File: src/rtl/softint_pkg.sv
package softint_pkg;
  localparam int SOFTINT_LEVELS    = 15;
  localparam int SOFTINT_PIL_W     = 4;
  localparam int SOFTINT_TMR_LIMIT = 14;
  localparam int SOFTINT_DATA_W    = 32;

  typedef struct packed {
    logic stick;
    logic tick;
  } tmr_hit_t;
endpackage

File: src/rtl/softint_rst_sync.sv
module softint_rst_sync #(
  parameter int STAGES = 2
) (
  input  logic clk,
  input  logic rst_n,
  output logic rst_sync_n
);
  logic [STAGES-1:0] chain_q;

  always_ff @(posedge clk or negedge rst_n) begin
    if (!rst_n) chain_q <= '0;
    else        chain_q <= {chain_q[STAGES-2:0], 1'b1};
  end

  assign rst_sync_n = chain_q[STAGES-1];
endmodule

File: src/rtl/softint_pil_reg.sv
module softint_pil_reg #(
  parameter int PIL_W = 4
) (
  input  logic             clk,
  input  logic             rst_n,
  input  logic             pil_en,
  input  logic [PIL_W-1:0] pil_d,
  output logic [PIL_W-1:0] pil_q
);
  logic [PIL_W-1:0] pil_nxt;

  always_comb begin
    pil_nxt = pil_q;
    if (pil_en) pil_nxt = pil_d;
  end

  always_ff @(posedge clk or negedge rst_n) begin
    if (!rst_n)      pil_q <= '0;
    else if (pil_en) pil_q <= pil_nxt;
  end

  assert_pil_hold_R11: assert property (@(posedge clk) disable iff (!rst_n)
    !pil_en |=> $stable(pil_q));
  assert_pil_load_R11: assert property (@(posedge clk) disable iff (!rst_n)
    pil_en |=> (pil_q == $past(pil_d)));
endmodule

File: src/rtl/softint_reg_core.sv
module softint_reg_core
  import softint_pkg::*;
#(
  parameter int REG_W  = 17,
  parameter int DATA_W = 32
) (
  input  logic              clk,
  input  logic              rst_n,
  input  logic              wr_en,
  input  logic [DATA_W-1:0] wr_data,
  input  logic              set_en,
  input  logic [DATA_W-1:0] set_data,
  input  logic              clr_en,
  input  logic [DATA_W-1:0] clr_data,
  input  tmr_hit_t          hit,
  output logic [REG_W-1:0]  val_q
);
  localparam int TOP = REG_W - 1;

  logic [REG_W-1:0] wr_m, set_m, clr_m, tmr_m;
  logic [REG_W-1:0] after_wr, after_set, after_clr, val_nxt;
  logic             upd_en;

  assign wr_m  = wr_data[REG_W-1:0];
  assign set_m = set_data[REG_W-1:0];
  assign clr_m = clr_data[REG_W-1:0];

  always_comb begin
    tmr_m      = '0;
    tmr_m[0]   = hit.tick;
    tmr_m[TOP] = hit.stick;
  end

  always_comb begin
    after_wr  = wr_en  ? wr_m : val_q;
    after_set = set_en ? (after_wr | set_m) : after_wr;
    after_clr = clr_en ? (after_set & ~clr_m) : after_set;
    val_nxt   = after_clr | tmr_m;
  end

  assign upd_en = wr_en | set_en | clr_en | hit.tick | hit.stick;

  always_ff @(posedge clk or negedge rst_n) begin
    if (!rst_n)      val_q <= '0;
    else if (upd_en) val_q <= val_nxt;
  end

  assert_hold_R12: assert property (@(posedge clk) disable iff (!rst_n)
    !upd_en |=> $stable(val_q));
  assert_clear_R4: assert property (@(posedge clk) disable iff (!rst_n)
    (clr_en && !hit.tick && !hit.stick) |=> ((val_q & $past(clr_m)) == '0));
  assert_set_R3: assert property (@(posedge clk) disable iff (!rst_n)
    (set_en && !clr_en) |=> ((val_q & $past(set_m)) == $past(set_m)));
  assert_tick_R6: assert property (@(posedge clk) disable iff (!rst_n)
    hit.tick |=> val_q[0]);
  assert_stick_R6: assert property (@(posedge clk) disable iff (!rst_n)
    hit.stick |=> val_q[TOP]);
  assert_direct_R2: assert property (@(posedge clk) disable iff (!rst_n)
    (wr_en && !set_en && !clr_en && !hit.tick && !hit.stick) |=> (val_q == $past(wr_m)));
endmodule

File: src/rtl/softint_gate.sv
module softint_gate #(
  parameter int REG_W     = 17,
  parameter int PIL_W     = 4,
  parameter int TMR_LIMIT = 14
) (
  input  logic             clk,
  input  logic             rst_n,
  input  logic [REG_W-1:0] val,
  input  logic [PIL_W-1:0] pil,
  output logic [REG_W-1:0] pend
);
  localparam int TOP = REG_W - 1;

  logic tmr_open;
  assign tmr_open = (32'(pil) < 32'(TMR_LIMIT));

  for (genvar n = 0; n < REG_W; n++) begin : g_line
    if (n == 0 || n == TOP) begin : g_tmr
      assign pend[n] = val[n] & tmr_open;
    end else begin : g_lvl
      assign pend[n] = val[n] & (32'(n) > 32'(pil));
    end
  end

  assert_tmr_block_R7: assert property (@(posedge clk) disable iff (!rst_n)
    (32'(pil) >= 32'(TMR_LIMIT)) |-> (!pend[0] && !pend[TOP]));
endmodule

File: src/rtl/softint_ctrl.sv
module softint_ctrl
  import softint_pkg::*;
#(
  parameter int LEVELS    = SOFTINT_LEVELS,
  parameter int PIL_W     = SOFTINT_PIL_W,
  parameter int TMR_LIMIT = SOFTINT_TMR_LIMIT,
  parameter int DATA_W    = SOFTINT_DATA_W,
  localparam int REG_W    = LEVELS + 2
) (
  input  logic              clk,
  input  logic              rst_n,
  input  logic              wr_en,
  input  logic [DATA_W-1:0] wr_data,
  input  logic              set_en,
  input  logic [DATA_W-1:0] set_data,
  input  logic              clr_en,
  input  logic [DATA_W-1:0] clr_data,
  input  logic              pil_wr_en,
  input  logic [PIL_W-1:0]  pil_wr_data,
  input  logic              tick_match,
  input  logic              stick_match,
  output logic [DATA_W-1:0] rd_data,
  output logic [PIL_W-1:0]  pil_q,
  output logic [REG_W-1:0]  pending
);
  logic             rst_sync_n;
  logic [REG_W-1:0] val_q;
  tmr_hit_t         hit;

  assign hit.tick  = tick_match;
  assign hit.stick = stick_match;

  softint_rst_sync #(.STAGES(2)) u_rst (
    .clk(clk), .rst_n(rst_n), .rst_sync_n(rst_sync_n)
  );

  softint_pil_reg #(.PIL_W(PIL_W)) u_pil (
    .clk(clk), .rst_n(rst_sync_n), .pil_en(pil_wr_en),
    .pil_d(pil_wr_data), .pil_q(pil_q)
  );

  softint_reg_core #(.REG_W(REG_W), .DATA_W(DATA_W)) u_core (
    .clk(clk), .rst_n(rst_sync_n),
    .wr_en(wr_en), .wr_data(wr_data),
    .set_en(set_en), .set_data(set_data),
    .clr_en(clr_en), .clr_data(clr_data),
    .hit(hit), .val_q(val_q)
  );

  softint_gate #(.REG_W(REG_W), .PIL_W(PIL_W), .TMR_LIMIT(TMR_LIMIT)) u_gate (
    .clk(clk), .rst_n(rst_sync_n), .val(val_q), .pil(pil_q), .pend(pending)
  );

  if (DATA_W > REG_W) begin : g_ext
    assign rd_data = {{(DATA_W-REG_W){1'b0}}, val_q};
  end else begin : g_fit
    assign rd_data = val_q;
  end

  assert_pend_subset_R8: assert property (@(posedge clk) disable iff (!rst_sync_n)
    ((pending & ~rd_data[REG_W-1:0]) == '0));
  assert_lvl_top_R8: assert property (@(posedge clk) disable iff (!rst_sync_n)
    (pil_q == '1) |-> (pending[REG_W-2:1] == '0));
  assert_reset_R1: assert property (@(posedge clk)
    !rst_sync_n |-> (pending == '0));
endmodule

File: config.mk
export PLATFORM = sky130hd
export DESIGN_NAME = softint_ctrl
export DESIGN_NICKNAME = d
export VERILOG_FILES = /design/src/rtl/softint_pkg.sv /design/src/rtl/softint_rst_sync.sv /design/src/rtl/softint_pil_reg.sv /design/src/rtl/softint_reg_core.sv /design/src/rtl/softint_gate.sv /design/src/rtl/softint_ctrl.sv
export SDC_FILE = /design/constraint.sdc
export NUM_CORES = 1
export LEC_CHECK = 0
export BUFFER_PORTS_ARGS = -buffer_cell sky130_fd_sc_hd__buf_2
export CORE_MARGIN = 3
export CORE_UTILIZATION = 34
export DETAILED_ROUTE_END_ITERATION = 16
export PLACE_DENSITY = 0.81
export RECOVER_POWER = 100
export SLEW_MARGIN = 20
export SYNTH_ARGS = -nofsm -noshare
export SYNTH_HDL_FRONTEND = slang
export SYNTH_HIERARCHICAL = 1
export SYNTH_SLANG_ARGS = --single-unit
export TNS_END_PERCENT = 50
File: constraint.sdc
create_clock -name clk -period 1.5 [get_ports clk]
set_clock_uncertainty 0.2 [all_clocks]
set_input_delay 0.225 -clock clk [delete_from_list [all_inputs] [get_ports clk]]
set_output_delay 0.225 -clock clk [all_outputs]
set_load 0.1 [all_outputs]
Yosys cells after proc, flatten, opt, wreduce, memory -nomap -nowiden --
Index checks and enable logic that the tools add are counted.
Word-level totals: register bits after elaboration 23, latch bits 0, memory bits (writable) 0, ROM bits 0, output and inout bits 53, logic and storage cells 47, memories kept 0
Operators by class: add/sub/neg operators 0, $mul 0, divide/modulo/power cells 0, order comparisons 16, equal/unequal tests 0, shift operators 0, multiplexer cells 3, bitwise operators 25, reductions and logical operators 0
Operators with widths (number):
- 17-bit 2-to-1 mux | 3
- 17-bit OR | 2
- 4-bit > comparator, first input constant | 8
- 1-bit AND | 17
- 17-bit AND | 1
- 17-bit inverter | 1
- 3-bit by 4-bit > comparator with 1-bit output, first input constant | 4
- 2-bit by 4-bit > comparator with 1-bit output, first input constant | 2
- 1-bit by 4-bit > comparator with 1-bit output, first input constant | 1
- 4-bit < comparator, second input constant | 1
- 1-bit OR | 4

Depth between registers and ports, before layout --
depth in word-level cells 6, gate-level depth with buffers 4, gate-level depth less buffers 3

Modules after synthesis --
Netlist, hierarchy kept.
Modules (own cells, without submodules):
- softint_reg_core | times used 1, cells an instance 79, area each 907.1 µm²
- softint_gate | times used 1, cells an instance 31, area each 214.0 µm²
- softint_pil_reg | times used 1, cells an instance 8, area each 145.1 µm²
- softint_ctrl | times used 1, cells an instance 16, area each 116.4 µm²
- softint_rst_sync | times used 1, cells an instance 3, area each 53.8 µm²

Least setup slack after synthesis --
OpenSTA, ideal clock, no wires.
kind register -> output, from register u_pil.pil_q[1], to output port pending[7], arrival 3517 ps, slack -2442 ps, stages on the path, launching flop included 3, path buffers 1, cells stage by stage dfrtp_1 -> buf_6 -> a311oi_1
Between the ends: longest elaborated chain between the ends 2
Ends and longest elaborated chain:
- start: declaration | line softint_pil_reg.sv:8 | output logic [PIL_W-1:0] pil_q
- start signal: assignment | line softint_pil_reg.sv:19 | else if (pil_en) pil_q <= pil_nxt;
- 3-bit by 4-bit > comparator with 1-bit output | line softint_gate.sv:21 | assign pend[n] = val[n] & (32'(n) > 32'(pil));
- 1-bit AND | line softint_gate.sv:21
- end: declaration | line softint_ctrl.sv:24 | output logic [REG_W-1:0] pending
Every way passes these cells.

Final worst setup path --
from register u_pil.pil_q[1], to output port pending[11]
Between the ends: longest elaborated chain between the ends 2
Ends and longest elaborated chain (line):
- 4-bit > comparator | softint_gate.sv:21
- 1-bit AND | softint_gate.sv:21
Every way passes these cells.

==> results.ini <==
[run_status]
outcome=finished, violations left
failed_checks=setup timing

[grt]
grt_max_degree=19
grt_usage_pct=20.64
grt_pass1_wl_um=8155
antenna_found_initial=0
first_global_vias=1635
grt-ovfl-total=0

[final_layout]
final_cell_mix=60 x buf_2, 23 x buf_12, 23 x buf_4
diodes=0
nets=375
area_growth_syn_to_layout_pct=87.63
finalNonFillerCells=314
drive_gt1_share_pct=59.77
mostFrequentLayoutCell=buf_2
design_area_um2=2695

[die]
die_w_um=71.00
die_h_um=71.00
ios=161
rows=22
coreArea_um2=3854
start_util_pct=37.27
die_area_um2=5040

[clocking]
clk_pin_slew_ps=80
tritoncts=built
clockBufferDepth=2
root_buffer=clkbuf_8
numCtsBuffers=3
clock-sinks=23
worstSkewPairLatency_ps=260
htreeDepth=1

[synth]
synth-simple-area-share_pct=14.81
yosys_warnings=6
synth-seq-area-share_pct=40.07
synthMuxAreaShare_pct=3.136
avgSynthCellArea_um2=10.48
synth_edf_count=0
synth_cells=137
yosys_register_bits=23
ys_async_sr_fraction_pct=100.0
synth_top_family_by_area=compound AO/OA/AOI/OAI gates
synthFlopType=dfrtp_1
synth-adder-area-share_pct=0
synth_compound_area_share_pct=26.66
synth_area_um2=1436
synth.distinct_cells=30
synth-xor-area-share_pct=0

[sta]
hold_violations=0
rsz0062_at_grt=true
setup_viol=21
min_period_ps=1903
maxSlewHeadroom_pct=58.40
drv_slew=0
setup_ws_ps=-402.5
min_period_over_period_pct=126.8
worst_slew_pin_slew_ps=624.0
max_freq_mhz=525.6

[setup_path]
startpoint_type=register
path_delay_family=flip-flops
end_kind=output port
crit_slowest_cell=dfrtp_4
crit_chain=a21o_2 > a21boi_4 > buf_12
cp_max_fo=11
arrival_ps=1480
crit_path_max_incr_delay_ps=590
path_buf_inv=1
cp.required_ps=1070
crit_type=reg2out

[drt]
drc=0
ant_nets=0
drt_iter0_markers=45
vias=1516
dr.pass1.iters=4
wl_um=5185
routedWlPerCell_um=16.51
via_per_inst=4.828

[pwr]
sw_frac_of_total_pct=50.61
p_sw_mw=1.482
ir_drop_mv=0.6493
power_density_nw_per_um2=1086
power.share.sequential_pct=26.4
clock_power_share_pct=13.2
internal_power_mw=1.446
power_frac_comb_pct=60.4
power.leakage_nw=1.265

[placement]
place_congestion=0.6788
dp_hpwl_um=3812
dp_cells=287
place_area_um2=2671
port_buffers=100

[min_path]
hold_class=in2reg

[run]
drv_cap=0

flip-flops by register name (all words and copies together), names as in the netlist:
register / cells
u_rst/chain_q: 2
u_core/val_q: 17
u_pil/pil_q: 4
layer usage:
metal  vias to the layer above  GRT usage (%)  routed length [um]
li1                        718              -                   -
met1                       720          22.58                1898
met2                        74          39.34                2860
met3                         4          4.830                 385
met4                         0          5.637                  40
met5                         -              0                   0
worst paths after layout:
check | from | endpoint | slack (ps) | depth (start not counted)
max in group asynchronous | u_rst/chain_q[1] | u_pil/pil_q[1] | 490 | 1
worst max-delay path | u_pil/pil_q[1] | pending[11] | -400 | 3
worst min-delay path | set_data[1] | u_core/val_q[1] | 50 | 3
worst max register to register | u_pil/pil_q[3] | u_pil/pil_q[3] | 110 | 3
min in group asynchronous | rst_n | u_rst/chain_q[0] | 90 | 2
worst min register to register | u_rst/chain_q[1] | u_core/val_q[4] | 130 | 1
cells in the mapped netlist (2+ instances only):
| cell type | instances | area share [%] |
|---|---|---|
| dfrtp_1 | 23 | 40 |
| buf_4 | 18 | 9.4 |
| a21oi_1 | 15 | 5.2 |
| nor2b_1 | 12 | 5.2 |
| a221oi_2 | 10 | 10 |
| and2_1 | 7 | 3.0 |
| a221oi_1 | 5 | 3.0 |
| and2b_1 | 4 | 2.1 |
| inv_1 | 4 | 1.0 |
| mux2_2 | 4 | 3.1 |
| nand2_1 | 4 | 1.0 |
| o21ai_0 | 4 | 1.4 |
| buf_6 | 3 | 2.4 |
| a21o_1 | 2 | 1.0 |
| a22oi_1 | 2 | 1.0 |
| and3_1 | 2 | 0.87 |
| buf_2 | 2 | 0.70 |
| conb_1 | 2 | 0.52 |
| nor2_1 | 2 | 0.52 |
| o21a_1 | 2 | 1.0 |
through the flow:
stage | util [%] | total power [mW] | setup WS, ps | hold WS, ps | TNS (ps)
floorplan | - | 2.019 | -848.4 | -270.6 | -6560
global placement | 69.32 | 2.630 | -146.7 | -185.5 | -1286
detailed placement | 69.32 | 2.658 | -168.4 | -182.1 | -1422
CTS | 76.95 | 3.110 | -403.3 | 5.552 | -6363
global route | 69.94 | 3.039 | -448.4 | 41.43 | -7186
finish | 69.94 | 2.928 | -402.5 | 46.59 | -6146
power by group through the flow:
| stage | Sequential [mW] | Clock, mW | Combinational (mW) |
|---|---|---|---|
| 6_report | 0.774 | 0.387 | 1.77 |
| 5_1_grt | 0.784 | 0.426 | 1.83 |
| 4_1_cts | 0.799 | 0.401 | 1.91 |
| 3_5_place_dp | 0.811 | 0 | 1.85 |
| 3_3_place_gp | 0.806 | 0 | 1.82 |
| 2_1_floorplan | 1.18 | 0 | 0.834 |
tightest hold or removal path: cells and delay by family:
family / cells / cell delay, ps
AO/OA/AOI/OAI: 2 / 150
buffers and inverters: 1 / 80
what timing repair did:
action | 4_1_cts | 5_1_grt
hold buffers | 22 | 0
gates cloned | 0 | 0
endpoints found under the hold margin | 23 | 0
buffers inserted | 1 | 0
gates resized for setup | 7 | 2
setup endpoints to repair | 21 | 21
pin swaps | 3 | 2
cell families after synthesis:
group,count (synthesis)
simple gates,34
buf+inv,29
flops,23
other cells,2
mux,4
compound gates,45
layout make-up:
cell class                 count  area (um2)
timing repair buffer         136        1211
fill                         291        1159
multi-input combinational     99       758.2
sequential                    23       605.6
tap                           48       60.06
clock buffer                   4       45.04
inverter                       4       15.01
No activity file was read; power rests on OpenSTA's default activity.
